`src/rtl/crp_pkg.sv`:
```
package crp_pkg;

    localparam int BYTE_W = 8;

    typedef enum logic [1:0] {
        ST_OPEN        = 2'd0,
        ST_LOCKED      = 2'd1,
        ST_LOCKED_PEND = 2'd2
    } lock_state_t;

    typedef struct packed {
        logic commit_new;   // load visible value from incoming result
        logic commit_pend;  // load visible value from pending buffer
        logic park;         // load pending buffer from incoming result
    } lock_ctl_t;

endpackage

```
`src/rtl/crp_lock_fsm.sv`:
```
module crp_lock_fsm
    import crp_pkg::*;
(
    input  logic        clk,
    input  logic        rst_n,
    input  logic        cv_done,
    input  logic        rd_lo,
    input  logic        rd_hi,
    output lock_state_t state_o,
    output lock_ctl_t   ctl_o
);

    lock_state_t state_q;
    lock_state_t state_d;

    // state register
    always_ff @(posedge clk) begin
        if (!rst_n) begin
            state_q <= ST_OPEN;
        end else begin
            state_q <= state_d;
        end
    end

    // next state
    always_comb begin
        state_d = state_q;
        unique case (state_q)
            ST_OPEN: begin
                if (rd_lo) begin
                    state_d = cv_done ? ST_LOCKED_PEND : ST_LOCKED;
                end
            end
            ST_LOCKED: begin
                if (rd_hi) begin
                    state_d = ST_OPEN;
                end else if (cv_done) begin
                    state_d = ST_LOCKED_PEND;
                end
            end
            ST_LOCKED_PEND: begin
                if (rd_hi) begin
                    state_d = ST_OPEN;
                end
            end
            default: state_d = ST_OPEN;
        endcase
    end

    // outputs
    always_comb begin
        ctl_o = '0;
        unique case (state_q)
            ST_OPEN: begin
                if (cv_done) begin
                    ctl_o.park       = rd_lo;
                    ctl_o.commit_new = !rd_lo;
                end
            end
            ST_LOCKED: begin
                if (cv_done) begin
                    ctl_o.commit_new = rd_hi;
                    ctl_o.park       = !rd_hi;
                end
            end
            ST_LOCKED_PEND: begin
                if (rd_hi) begin
                    ctl_o.commit_new  = cv_done;
                    ctl_o.commit_pend = !cv_done;
                end else begin
                    ctl_o.park = cv_done;
                end
            end
            default: ctl_o = '0;
        endcase
    end

    assign state_o = state_q;

endmodule

```
`src/rtl/crp_result_hold.sv`:
```
module crp_result_hold
    import crp_pkg::*;
#(
    parameter int RES_W = 10
) (
    input  logic             clk,
    input  logic             rst_n,
    input  logic [RES_W-1:0] cv_value,
    input  lock_ctl_t        ctl,
    output logic [RES_W-1:0] shown_o,
    output logic             upd_o
);

    logic [RES_W-1:0] shown_q;
    logic [RES_W-1:0] pend_q;
    logic             upd_q;

    always_ff @(posedge clk) begin
        if (!rst_n) begin
            shown_q <= '0;
            pend_q  <= '0;
            upd_q   <= 1'b0;
        end else begin
            upd_q <= ctl.commit_new | ctl.commit_pend;
            if (ctl.commit_new) begin
                shown_q <= cv_value;
            end else if (ctl.commit_pend) begin
                shown_q <= pend_q;
            end
            if (ctl.park) begin
                pend_q <= cv_value;
            end
        end
    end

    assign shown_o = shown_q;
    assign upd_o   = upd_q;

endmodule

```
`src/rtl/crp_align_fmt.sv`:
```
module crp_align_fmt #(
    parameter int RES_W  = 10,
    parameter int BYTE_W = 8
) (
    input  logic [RES_W-1:0]  shown,
    input  logic              align_left,
    input  logic              sel_hi,
    output logic [BYTE_W-1:0] byte_o
);

    localparam int WORD_W = 2 * BYTE_W;
    localparam int PAD    = WORD_W - RES_W;

    logic [WORD_W-1:0] word_r;
    logic [WORD_W-1:0] word_l;
    logic [WORD_W-1:0] word_sel;

    assign word_r   = WORD_W'(shown);
    assign word_l   = word_r << PAD;
    assign word_sel = align_left ? word_l : word_r;
    assign byte_o   = sel_hi ? word_sel[WORD_W-1:BYTE_W] : word_sel[BYTE_W-1:0];

endmodule

```
`src/rtl/conv_result_port.sv`:
```
module conv_result_port
    import crp_pkg::*;
#(
    parameter int RES_W = 10
) (
    input  logic             clk,
    input  logic             rst_n,
    input  logic             cv_done,
    input  logic [RES_W-1:0] cv_value,
    input  logic             rd_en,
    input  logic             rd_addr,
    input  logic             align_left,
    output logic [7:0]       rd_data,
    output logic             upd_pulse
);

    logic             rd_lo;
    logic             rd_hi;
    lock_state_t      lk_state;
    lock_ctl_t        lk_ctl;
    logic [RES_W-1:0] shown;

    assign rd_lo = rd_en & ~rd_addr;
    assign rd_hi = rd_en & rd_addr;

    crp_lock_fsm u_fsm (
        .clk     (clk),
        .rst_n   (rst_n),
        .cv_done (cv_done),
        .rd_lo   (rd_lo),
        .rd_hi   (rd_hi),
        .state_o (lk_state),
        .ctl_o   (lk_ctl)
    );

    crp_result_hold #(.RES_W(RES_W)) u_hold (
        .clk      (clk),
        .rst_n    (rst_n),
        .cv_value (cv_value),
        .ctl      (lk_ctl),
        .shown_o  (shown),
        .upd_o    (upd_pulse)
    );

    crp_align_fmt #(.RES_W(RES_W), .BYTE_W(BYTE_W)) u_fmt (
        .shown      (shown),
        .align_left (align_left),
        .sel_hi     (rd_addr),
        .byte_o     (rd_data)
    );

endmodule

```
`config.mk`:
```
export PLATFORM = sky130hd
export DESIGN_NAME = conv_result_port
export DESIGN_NICKNAME = d
export VERILOG_FILES = /design/src/rtl/crp_pkg.sv /design/src/rtl/crp_lock_fsm.sv /design/src/rtl/crp_result_hold.sv /design/src/rtl/crp_align_fmt.sv /design/src/rtl/conv_result_port.sv
export SDC_FILE = /design/constraint.sdc
export NUM_CORES = 1
export LEC_CHECK = 0
export BUFFER_PORTS_ARGS = -buffer_cell sky130_fd_sc_hd__buf_2
export CAP_MARGIN = 20
export CORE_MARGIN = 2
export CORE_UTILIZATION = 55
export DETAILED_ROUTE_END_ITERATION = 6
export PLACE_DENSITY_LB_ADDON = 0.2
export SETUP_SLACK_MARGIN = 0.3
export SYNTH_ARGS = -nofsm -noshare
export SYNTH_HDL_FRONTEND = slang
export SYNTH_SLANG_ARGS = --single-unit
```
`constraint.sdc`:
```
create_clock -name clk -period 2.4 [get_ports clk]
set_clock_uncertainty 0.1 [all_clocks]
set_input_delay 0.12 -clock clk [delete_from_list [all_inputs] [get_ports clk]]
set_output_delay 0.12 -clock clk [all_outputs]
set_load 0.01 [all_outputs]
```
==> flow_metrics.tcl <==
set metrics [dict create \
    status "complete, no violations" \
    syn_area_sq_mm 0.001056 \
    worstSkewPairLatency_ns 0.30 \
    grt-ovfl-total 0 \
    setup_violations 0 \
    seqPwrFrac 0.583 \
    intPower_w 0.0005346 \
    placementRows 15 \
    dp_hpwl_mm 1.594 \
    synth_edf_count 0 \
    drive_gt1_frac 0.2432 \
    htree_levels 1 \
    totalWireLength_mm 2.316 \
    seq_area_frac_synth 0.4360 \
    cts.sinks 23 \
    r2r_cells 4 \
    fp.coreArea_sq_mm 0.001764 \
    syn_inst 117 \
    synth_cell_types 26 \
    drtIter0Drc 26 \
    p_sw_w 0.0001961 \
    muxShareOfSynthArea 0.04028 \
    yosys_warnings 0 \
    synth-xor-area-share 0 \
    synth_top_family_by_area "compound AO/OA/AOI/OAI gates" \
    tritoncts "done" \
    ys_ff_latch 23 \
    p_leak_nw 0.5641 \
    finalMaxSlewViolations 0 \
    yosys_most_used_dff "dfxtp_1" \
    ir_worst_vdd_mv 0.3460 \
    final_net_count 165 \
    grt_max_degree 27 \
    netlist.area_leader.share 0.4360 \
    cts_buffer_depth 2 \
    critPathLaunch "u_fsm.state_o[1]" \
    antenna_cells 0 \
    min_period_ns 1.484 \
    dieArea_sq_mm 0.002287 \
    die_w_microns 47.82 \
    antenna_found_initial 0 \
    cts_root_buffer "clkbuf_4" \
    power.share.clock 0.238 \
    post-route-period-util 0.6183 \
    cp_max_fo 10 \
    relSlewSlack 0.7075 \
    required_ns 2.56 \
    critPathArrivalTime_ns 1.64 \
    post_cts_buffers 0 \
    initial_core_util 0.5986 \
    tns_ns 0 \
    synth.top_cells.by_area "dfxtp_1 44%, a221o_1 9.5%, and2_1 7.1%" \
    hp-start "cv_done" \
    crit_type "reg2reg" \
    worst_slew_pin_slew_ns 0.4371 \
    final_core_util 0.7411 \
    syn2layout_area_growth_pct 23.81 \
    dieHeight_microns 47.82 \
    max_freq_ghz 0.6739 \
    synth_compound_gate_area_share 0.2500 \
    io_pins 25 \
    reg2reg_slack_ns 0.92 \
    drt_pre_antenna_iters 4 \
    power.density_mw_per_mm2 558.8 \
    rsz0062_at_grt "false" \
    clk_pin_slew_ns 0.13 \
    synth_nets 133 \
    cp-start-kind "flop" \
    r2r-start "u_fsm.state_o[1]" \
    io_buffers 24 \
    drc 0 \
    synth_largest_area_cell "dfxtp_1" \
    antenna_left 0 \
    yosys.area_share.simple 0.2405 \
    async_reset_ff_frac 0 \
    first_global_vias 846 \
    hold_viol_final 0 \
    max_cap_violations 0 \
    viasPerCell 5.486 \
    wl_per_cell_microns 13.39 \
    grt_pass1_wl_mm 3.636 \
    gp_congestion 0.7423 \
    cp-end-kind "flop" \
    grt.total_usage 0.2255 \
    synthAdderAreaFrac 0 \
    cts_buffers 3 \
    avgSynthCellArea_sq_um 9.026 \
    hold_depth 3 \
    p_comb_frac 0.179 \
    hold_path.class "in2reg" \
    switching_share 0.2684 \
    dr_total_vias 949 \
]
cells in the final DEF (no fill, tap or decap):
cell type / n
nor2_1: 3
nand4b_1: 1
o21ai_0: 5
nand2_1: 15
buf_2: 24
or2_4: 1
nor3_1: 1
nand3b_1: 1
mux2_2: 2
a22o_1: 6
dlygate4sd3_1: 10
nand2_2: 1
o21ai_1: 7
clkbuf_4: 3
buf_4: 1
dfxtp_1: 23
and2_1: 12
mux2i_1: 2
clkinv_2: 1
o211ai_1: 1
a22oi_1: 1
nor2_2: 1
a21oi_1: 1
o2bb2ai_2: 1
a21oi_4: 1
a221o_1: 10
nand2b_1: 3
nand3_1: 10
layout make-up:
type / count / area [sq um]
Clock buffer: 3 / 22.52
Clock inverter: 1 / 5.005
Fill cell: 140 / 456.7
Multi-Input combinational cell: 86 / 560.5
Sequential cell: 23 / 460.4
Tap cell: 25 / 31.28
Timing Repair Buffer: 35 / 227.7
state kept, by name, indices dropped and copies added (netlist names):
signal,flops
u_hold.shown_o,10
u_hold.upd_o,1
u_fsm.state_o,2
u_hold.pend_q,10
worst max-delay path, cell delays in order (launching register included):
cell      delay, ns
dfxtp_1        0.43
nand4b_1       0.19
nor2_1         0.40
and2_1         0.21
a221o_1        0.12
metrics by stage:
step	hold WS [ns]	instance area, sq um	power, W	setup WS, ns	instances
2_1_floorplan	0.1526	1056	0.0005112	1.062	117
3_3_place_gp	0.2674	1180	0.0005443	0.9792	159
3_5_place_dp	0.2634	1180	0.0005496	0.9780	159
4_1_cts	0.02042	1308	0.0007309	0.9412	173
5_1_grt	0.05686	1308	0.0007621	0.7852	173
6_report	0.02667	1308	0.0007306	0.9162	173
synth_stat cells, types with 2 or more instances:
master / count
and2_1: 12
nor2_1: 3
nand2_1: 15
clkbuf_1: 4
a22o_1: 6
o21ai_1: 7
buf_2: 3
a221o_1: 10
nand3_1: 10
dfxtp_1: 23
mux2_2: 2
o21ai_0: 5
nand2b_1: 3
mux2i_1: 2
path summary, 6_finish.rpt:
check                       to
min reg2reg   u_hold.pend_q[3]
min           u_fsm.state_o[1]
max          u_hold.shown_o[6]
max reg2reg  u_hold.shown_o[6]
timing repair:
action | CTS | global route
gates resized for setup | 0 | 0
endpoints found under the hold margin | 20 | 0
hold buffers | 10 | 0
logic make-up after synthesis:
| logic type | count (synthesis) |
|---|---|
| multiplexers | 4 |
| AND/OR/NAND/NOR | 49 |
| AO/OA/AOI/OAI | 33 |
| buffers and inverters | 8 |
| flip-flops | 23 |
metal layers:
metal  up-vias  track usage  wire length (microns)
met2        25       0.3520                   1092
met5         -            0                      0
li1        491            -                      -
met3         6      0.03774                     96
met4         0       0.1027                     38
met1       427       0.3047                   1089
power by group through the flow:
stage	sequential (W)	clock, W	combinational [W]
after global placement	0.000433	0	0.000112
after global routing	0.000429	0.000190	0.000144
after CTS	0.000425	0.000177	0.000128
after floorplan	0.000429	0	0.0000820
after detailed placement	0.000434	0	0.000115
final	0.000426	0.000174	0.000131
No activity file was read; power rests on OpenSTA's default activity.
